[src/rtl/adc_cmp_pkg.sv]
package adc_cmp_pkg;
    localparam int DATA_W = 8;
    localparam int CHAN_W = 3;
    localparam int ADDR_W = 3;
    localparam int NREG   = 5;

    localparam int A_CTRL   = 0;
    localparam int A_CHAN   = 1;
    localparam int A_RESULT = 2;
    localparam int A_THR    = 3;
    localparam int A_CMP    = 4;

    typedef enum logic [1:0] {
        ST_IDLE   = 2'd0,
        ST_LAUNCH = 2'd1,
        ST_BUSY   = 2'd2
    } seq_state_t;

    function automatic logic [DATA_W-1:0] field_mask(input int idx);
        logic [DATA_W-1:0] m;
        m = '0;
        case (idx)
            A_CTRL:  m[DATA_W-1] = 1'b1;
            A_CHAN:  m[CHAN_W-1:0] = '1;
            A_CMP:   m[DATA_W-1 -: 2] = 2'b11;
            default: m = '1;
        endcase
        return m;
    endfunction
endpackage

[src/rtl/adc_cmp_regs.sv]
module adc_cmp_regs
    import adc_cmp_pkg::*;
#(
    parameter int DW = DATA_W,
    parameter int CW = CHAN_W,
    parameter int AW = ADDR_W
) (
    input  logic          clk,
    input  logic          rst_n,
    input  logic          wr_en,
    input  logic [AW-1:0] waddr,
    input  logic [DW-1:0] wdata,
    input  logic [AW-1:0] raddr,
    output logic [DW-1:0] rdata,
    input  logic          result_load,
    input  logic [DW-1:0] result_in,
    output logic          run_en,
    output logic [CW-1:0] chan_sel,
    output logic [DW-1:0] threshold,
    output logic          cmp_en,
    output logic          cmp_dir,
    output logic [DW-1:0] result
);
    logic [DW-1:0] reg_view [NREG];

    for (genvar i = 0; i < NREG; i++) begin : g_reg
        logic [DW-1:0] q;
        if (i == A_RESULT) begin : g_ro
            always_ff @(posedge clk or negedge rst_n) begin
                if (!rst_n)           q <= '0;
                else if (result_load) q <= result_in;
            end
        end else begin : g_rw
            localparam logic [DW-1:0] MASK = field_mask(i);
            always_ff @(posedge clk or negedge rst_n) begin
                if (!rst_n)
                    q <= '0;
                else if (wr_en && (waddr == AW'(i)))
                    q <= wdata & MASK;
            end
        end
        assign reg_view[i] = q;
    end

    always_comb begin
        rdata = '0;
        if (int'(raddr) < NREG)
            rdata = reg_view[raddr];
    end

    assign run_en    = reg_view[A_CTRL][DW-1];
    assign chan_sel  = reg_view[A_CHAN][CW-1:0];
    assign threshold = reg_view[A_THR];
    assign cmp_en    = reg_view[A_CMP][DW-1];
    assign cmp_dir   = reg_view[A_CMP][DW-2];
    assign result    = reg_view[A_RESULT];

    assert_result_hold_R7: assert property (@(posedge clk) disable iff (!rst_n)
        !result_load |=> $stable(result));

    assert_result_ro_R9: assert property (@(posedge clk) disable iff (!rst_n)
        (wr_en && waddr == AW'(A_RESULT) && !result_load) |=> $stable(result));
endmodule

[src/rtl/adc_cmp_seq.sv]
module adc_cmp_seq
    import adc_cmp_pkg::*;
#(
    parameter int CW = CHAN_W
) (
    input  logic          clk,
    input  logic          rst_n,
    input  logic          run_en,
    input  logic [CW-1:0] chan_sel,
    input  logic          conv_done,
    output logic          conv_start,
    output logic [CW-1:0] conv_chan,
    output logic          capture
);
    seq_state_t state, next_state;

    always_comb begin
        next_state = state;
        unique case (state)
            ST_IDLE:   if (run_en) next_state = ST_LAUNCH;
            ST_LAUNCH: next_state = ST_BUSY;
            ST_BUSY:   if (conv_done) next_state = run_en ? ST_LAUNCH : ST_IDLE;
            default:   next_state = ST_IDLE;
        endcase
    end

    always_ff @(posedge clk or negedge rst_n) begin
        if (!rst_n) state <= ST_IDLE;
        else        state <= next_state;
    end

    always_ff @(posedge clk or negedge rst_n) begin
        if (!rst_n)
            conv_chan <= '0;
        else if (next_state == ST_LAUNCH)
            conv_chan <= chan_sel;
    end

    assign conv_start = (state == ST_LAUNCH);
    assign capture    = (state == ST_BUSY) && conv_done;

    assert_no_start_idle_R1: assert property (@(posedge clk) disable iff (!rst_n)
        (!run_en && state == ST_IDLE) |=> !conv_start);

    assert_start_pulse_R1: assert property (@(posedge clk) disable iff (!rst_n)
        conv_start |=> !conv_start);

    assert_chan_held_R8: assert property (@(posedge clk) disable iff (!rst_n)
        (state == ST_BUSY && !conv_done) |=> $stable(conv_chan));

    assert_stop_after_R6: assert property (@(posedge clk) disable iff (!rst_n)
        (capture && !run_en) |=> (state == ST_IDLE));
endmodule

[src/rtl/adc_cmp_judge.sv]
module adc_cmp_judge
    import adc_cmp_pkg::*;
#(
    parameter int DW = DATA_W
) (
    input  logic          clk,
    input  logic          rst_n,
    input  logic          capture,
    input  logic [DW-1:0] sample,
    input  logic [DW-1:0] threshold,
    input  logic          cmp_en,
    input  logic          cmp_dir,
    output logic          irq
);
    logic at_or_above;
    logic fire;

    always_comb begin
        at_or_above = (sample >= threshold);
        if (!cmp_en)      fire = 1'b1;
        else if (cmp_dir) fire = !at_or_above;
        else              fire = at_or_above;
    end

    always_ff @(posedge clk or negedge rst_n) begin
        if (!rst_n) irq <= 1'b0;
        else        irq <= capture && fire;
    end

    assert_irq_cause_R2: assert property (@(posedge clk) disable iff (!rst_n)
        irq |-> $past(capture));

    assert_irq_always_R2: assert property (@(posedge clk) disable iff (!rst_n)
        (capture && !cmp_en) |=> irq);

    assert_ge_gate_R3: assert property (@(posedge clk) disable iff (!rst_n)
        (capture && cmp_en && !cmp_dir && sample < threshold) |=> !irq);

    assert_lt_gate_R4: assert property (@(posedge clk) disable iff (!rst_n)
        (capture && cmp_en && cmp_dir && sample >= threshold) |=> !irq);
endmodule

[src/rtl/adc_cmp_gate.sv]
module adc_cmp_gate
    import adc_cmp_pkg::*;
(
    input  logic              clk,
    input  logic              rst_n,
    input  logic              bus_we,
    input  logic [ADDR_W-1:0] bus_waddr,
    input  logic [DATA_W-1:0] bus_wdata,
    input  logic [ADDR_W-1:0] bus_raddr,
    output logic [DATA_W-1:0] bus_rdata,
    output logic              conv_start,
    output logic [CHAN_W-1:0] conv_chan,
    input  logic              conv_done,
    input  logic [DATA_W-1:0] conv_data,
    output logic              irq
);
    logic              run_en;
    logic [CHAN_W-1:0] chan_sel;
    logic [DATA_W-1:0] threshold;
    logic              cmp_en;
    logic              cmp_dir;
    logic [DATA_W-1:0] result;
    logic              capture;

    adc_cmp_regs #(.DW(DATA_W), .CW(CHAN_W), .AW(ADDR_W)) u_regs (
        .clk         (clk),
        .rst_n       (rst_n),
        .wr_en       (bus_we),
        .waddr       (bus_waddr),
        .wdata       (bus_wdata),
        .raddr       (bus_raddr),
        .rdata       (bus_rdata),
        .result_load (capture),
        .result_in   (conv_data),
        .run_en      (run_en),
        .chan_sel    (chan_sel),
        .threshold   (threshold),
        .cmp_en      (cmp_en),
        .cmp_dir     (cmp_dir),
        .result      (result)
    );

    adc_cmp_seq #(.CW(CHAN_W)) u_seq (
        .clk        (clk),
        .rst_n      (rst_n),
        .run_en     (run_en),
        .chan_sel   (chan_sel),
        .conv_done  (conv_done),
        .conv_start (conv_start),
        .conv_chan  (conv_chan),
        .capture    (capture)
    );

    adc_cmp_judge #(.DW(DATA_W)) u_judge (
        .clk       (clk),
        .rst_n     (rst_n),
        .capture   (capture),
        .sample    (conv_data),
        .threshold (threshold),
        .cmp_en    (cmp_en),
        .cmp_dir   (cmp_dir),
        .irq       (irq)
    );

    assert_result_new_R5: assert property (@(posedge clk) disable iff (!rst_n)
        capture |=> (result == $past(conv_data)));
endmodule

[config.mk]
export PLATFORM = sky130hd
export DESIGN_NAME = adc_cmp_gate
export DESIGN_NICKNAME = d
export VERILOG_FILES = /design/src/rtl/adc_cmp_pkg.sv /design/src/rtl/adc_cmp_regs.sv /design/src/rtl/adc_cmp_seq.sv /design/src/rtl/adc_cmp_judge.sv /design/src/rtl/adc_cmp_gate.sv
export SDC_FILE = /design/constraint.sdc
export NUM_CORES = 1
export LEC_CHECK = 0
export CORE_UTILIZATION = 51
export CTS_CLUSTER_SIZE = 8
export DETAILED_ROUTE_END_ITERATION = 8
export PLACE_DENSITY_LB_ADDON = 0.3
export SLEW_MARGIN = 20
export SYNTH_ARGS = -nofsm -noshare
export SYNTH_HDL_FRONTEND = slang
export SYNTH_SLANG_ARGS = --single-unit
[constraint.sdc]
create_clock -name clk -period 2.74 [get_ports clk]
set_clock_uncertainty 0.15 [all_clocks]
set_input_delay 0.411 -clock clk [delete_from_list [all_inputs] [get_ports clk]]
set_output_delay 0.411 -clock clk [all_outputs]
set_load 0.01 [all_outputs]
# Word-level counts from Yosys, hierarchy flattened
# Cells that the tools add are included.
[word_totals] reg_bits=28 in_bits=26 output_inout_bits=13 wordCells=37
[classes] order_cmp=3 eq_ne=6 mux=10 n_bitwise=1 n_reduce_logical=9
[op_table] cell="$bmux W8 S3" count=1
[op_table] cell="$mux W8" count=3
[op_table] cell="$ge A8 B8 Y1" count=1
[op_table] cell="$logic_and A1 B1 Y1" count=6
[op_table] cell="$pmux W2 S3" count=1
[op_table] cell="$eq A2 B1 Y1 const B" count=2
[op_table] cell="$ge A4 B4 Y1 const B" count=1
[op_table] cell="$mux W2" count=2
[op_table] cell="$not A3 Y4" count=1
[op_table] cell="$eq A3 B1 Y1 const B" count=1
[op_table] cell="$eq A3 B2 Y1 const B" count=1
[op_table] cell="$eq A3 B3 Y1 const B" count=1
[op_table] cell="$logic_not A3 Y1" count=1
[op_table] cell="$lt A3 B3 Y1 const B" count=1
[op_table] cell="$mux W1" count=3
[op_table] cell="$eq A2 B2 Y1 const B" count=1
[op_table] cell="$logic_not A2 Y1" count=1
[op_table] cell="$logic_not A1 Y1" count=1

# Longest topological paths before layout
[logic_depth] word_depth=5 mapped_depth=6 mapped_depth_nobuf=6

# Cells and area by module
# Synthesis repeated with hierarchy kept, for this count alone.
[unflattened] cells_unflattened=127 hier_area_um2=1542.7
[modules_own_cells] module="adc_cmp_regs" instances=1 cells_per_inst=77 area_per_inst_um2=1068.5 seq_area_each_um2=550.5
[modules_own_cells] module="adc_cmp_judge" instances=1 cells_per_inst=34 area_per_inst_um2=251.5 seq_area_each_um2=25.0
[modules_own_cells] module="adc_cmp_seq" instances=1 cells_per_inst=16 area_per_inst_um2=222.7 seq_area_each_um2=125.1

# Worst setup path before layout
# OpenSTA, ideal clock, no wires.
[synth_timing] kind="input to output" from="input port bus_raddr[0]" to="output port bus_rdata[7]" arrival_ps=1222 t_required_ps=2179 path_slack_ps=957 path_stages=4 path_buffers=1 path_cell_list="buf_2 > mux2_2 > a22oi_1 > o21ai_0"
[synth_between] elab_chain_cells=5 elab_cells_between_ends=6
[synth_rtl] element="start, declared" line="adc_cmp_gate.sv:9" text="input logic [ADDR_W-1:0] bus_raddr,"
[synth_rtl] element="$not A3 Y4 (implied by the code)" line="adc_cmp_regs.sv:48" text="rdata = reg_view[raddr];"
[synth_rtl] element="$bmux W8 S3" line="adc_cmp_regs.sv:48"
[synth_rtl] element="$mux W8 (implied by the code) (2 in a row)" line="adc_cmp_regs.sv:48"
[synth_rtl] element="$mux W8 (*)" line="adc_cmp_regs.sv:47" text="if (int'(raddr) < NREG)"
[synth_rtl] element="end, declared" line="adc_cmp_gate.sv:10" text="output logic [DATA_W-1:0] bus_rdata,"
# Mark *: on every way between the ends. The rest lies on a longest branch, timed or not. The select of a mux whose other input is x is not followed.

# Final worst setup path
[layout_timing] from="input port bus_raddr[1]" to="output port bus_rdata[7]"
# Same word-level chain as after synthesis.

==> results.toml <==
[run]
maxCapViolations = 0

[clocking]
postCtsHoldBufs = 0
clockBufferDepth = 2
numCtsBuffers = 3
clk_pin_slew_worst_paths_ns = 0.14
post_cts_buffers = 0
h-tree-depth = 1
cts.sinks = 28
cts_root_buffer = "clkbuf_4"
cts_tree = "built"
insertion_delay_ns = 0.33

[cells_and_area]
fin_util_pct = 70.7
fin_cells = 200
drive_above_1_share_pct = 22.5
fill_cells = 211
multi_input_area_um2 = 731
nets = 205
antenna_cells = 0
final_area_mm2 = 0.00193
regArea_um2 = 701
areaGrowthSynthToFinish_pct = 31.3

[placed_design]
placed_cells = 197
dpl.hpwl_um = 2380
place.gp.congestion = 0.787
port_buffers = 38
dpl_worst_slack_ns = -0.0164
placed_cell_area_mm2 = 0.00191

[grt]
grt_pass1_vias = 1165
grt_pass1_wl_um = 5060
grt_max_degree = 29
overflow = 0
grt.total_usage_pct = 21.1
antenna_found_initial = 0

[worst_setup_path]
critPathKind = "input pin to output port"
cpMostUsedCell = "clkdlybuf4s50_1"
cp-end-kind = "output port"
critical-path-max-stage-delay_ns = 0.56
worstSetupStartpoint = "bus_raddr[1]"
cp.required_ns = 2.18
ff2ff_setup_slack_ns = 0.89
rr_worst_depth = 5
crit_chain = "clkdlybuf4s50_1, nor2_2, a22oi_1, o21ai_0, clkdlybuf4s50_1"
arrival_ns = 2.03
reg2reg_to = "u_judge.irq"
slowest_stage = "clkdlybuf4s50_1"
cp_max_fo = 7
worstSetupStartpointType = "input pin"
r2r-start = "u_regs.threshold[0]"

[floorplan]
die_h_um = 55.7
start_util_pct = 53.8
core_mm2 = 0.00273
die-area_mm2 = 0.00310
rows = 19
num_io_pins = 39
dieWidth_um = 55.7

[power]
clockPowerShare_pct = 13.0
leakage_nw = 0.859
powerDensity_mw_per_mm2 = 672
p_switching_mw = 0.390
p_int_mw = 0.909
p_seq_share_pct = 49.1
sw_frac_of_total_pct = 30.0
combinationalPowerShare_pct = 37.9
peakVddDrop_mv = 0.519

[yosys]
ys_top_cells_by_count = "dfrtp_1 (28), mux2_2 (27), inv_1 (10), nor2_1 (9), ha_1 (8)"
ys_seq_area_share_pct = 47.6
synth_nets = 160
yosys_warnings = 0
yosysTopAreaCellShare_pct = 47.6
syn_inst = 126
synth_seq_cells = 28
synth_enable_flop_cells = 0
synth_area_mm2 = 0.00147
synthTopCellsByArea = "dfrtp_1 (48%), mux2_2 (21%), ha_1 (6.8%), mux2i_1 (2.7%), inv_1 (2.6%)"
synthFlopType = "dfrtp_1"
avgSynthCellArea_um2 = 11.7
synthArstFlopShare_pct = 100
yosysMostFrequentCell = "dfrtp_1"
netlist-cell-type-count = 26
netlist.top_cell.by_area = "dfrtp_1"

[route]
drcViolationCount = 0
met1_length_um = 1270
vias = 1108
top_layer = "met4"
drt_iter0_drc = 26
met2_length_um = 1530
wl_met3_um = 124
first_pass_iters = 4
routedWlPerCell_um = 15.1
antenna_left = 0
routed_wl_um = 3020
drt-vias-per-instance = 5.54

[timing]
rsz0062_at_grt = "false"
slew_headroom_pct = 64.7
hold_viol_final = 0
tightest_slew_ns = 0.528
totalNegativeSetupSlack_ns = 0
fmax_ghz = 0.386
setup_viol = 0
drv_slew = 0
fin_crit_sh_pct = 94.5
fin_ws_ns = 0.150
period_minus_slack_ns = 2.59

[hold_path]
min_path_type = "input pin to asynchronous set/reset pin"

[run_status]
outcome = "finished, final reports clean"
[power groups by stage]
stage | logic (mW) | clock network, mW | registers [mW]
final | 0.492 | 0.168 | 0.638
after global routing | 0.540 | 0.186 | 0.656
after CTS | 0.498 | 0.173 | 0.639
after detailed placement | 0.497 | 0 | 0.649
after global placement | 0.479 | 0 | 0.640
after floorplan | 0.291 | 0 | 0.636
[area by class of cell]
cell class | count | share of cell area (%)
multi-input combinational | 87 | 37.8
sequential | 28 | 36.3
timing repair buffer | 41 | 20.8
tap | 31 | 2.01
inverter | 10 | 1.94
clock buffer | 3 | 1.17
[timing repair]
| item | in CTS | in global routing |
|---|---|---|
| cloned | 0 | 0 |
| endpoints found under the hold margin | 0 | 0 |
| resized for setup | 1 | 1 |
| endpoints found under the setup margin | 2 | 1 |
[per-stage QoR]
stage | hold WS [ns] | power, mW
after floorplan | -0.0346 | 0.927
after global placement | 0.321 | 1.12
after detailed placement | 0.345 | 1.15
after CTS | 0.294 | 1.31
after global routing | 0.306 | 1.38
final | 0.287 | 1.30
[logic make-up after synthesis]
kind of cell               synth area share [%]
DFF                                        47.6
buffers and inverters                      2.89
adders and majority gates                  6.80
and+or+nand+nor                            13.3
muxes                                      23.4
AOI/OAI and AO/OA                          6.04
[registers in the layout (all words and copies together), names as in the netlist]
name and cells:
u_seq.conv_chan 3, u_regs.threshold 8, u_regs.g.q 6, u_regs.result 8, u_judge.irq 1, u_seq.state 2
[worst max path at each step]
stage | to | slack (ns) | depth (start not counted)
finish | bus_rdata[7] | 0.15 | 5
global route | bus_rdata[7] | 0.03 | 5
CTS | bus_rdata[7] | 0.15 | 5
detailed placement | bus_rdata[7] | -0.02 | 5
global placement | bus_rdata[2] | 0.03 | 5
floorplan | bus_rdata[7] | 0.96 | 4
[critical path, delay by kind of cell]
family / cells / cell delay (ns)
buffers and inverters: 2 / 1.11
AO/OA/AOI/OAI: 2 / 0.29
AND/OR/NAND/NOR: 1 / 0.21
[placed cells by master (no fill, tap or decap), drive strengths merged, types with 3 or more instances in the layout]
| cell | netlist | routed |
|---|---|---|
| clkdlybuf4s50 | 0 | 37 |
| dfrtp | 28 | 28 |
| mux2 | 27 | 27 |
| inv | 10 | 10 |
| nor2 | 9 | 9 |
| ha | 8 | 8 |
| o21ai | 7 | 7 |
| nand2 | 5 | 5 |
| mux2i | 4 | 4 |
| a22oi | 4 | 4 |
| nand3 | 3 | 3 |
| a21oi | 3 | 3 |
| clkbuf | 0 | 3 |
| buf | 1 | 3 |
[routing by layer]
metal	GRT usage (%)	vias up
met5	0	-
met4	11.4	0
li1	-	535
met3	3.95	8
met1	24.9	538
met2	36.3	27
Note: power is estimated with default switching activity, not from simulation.
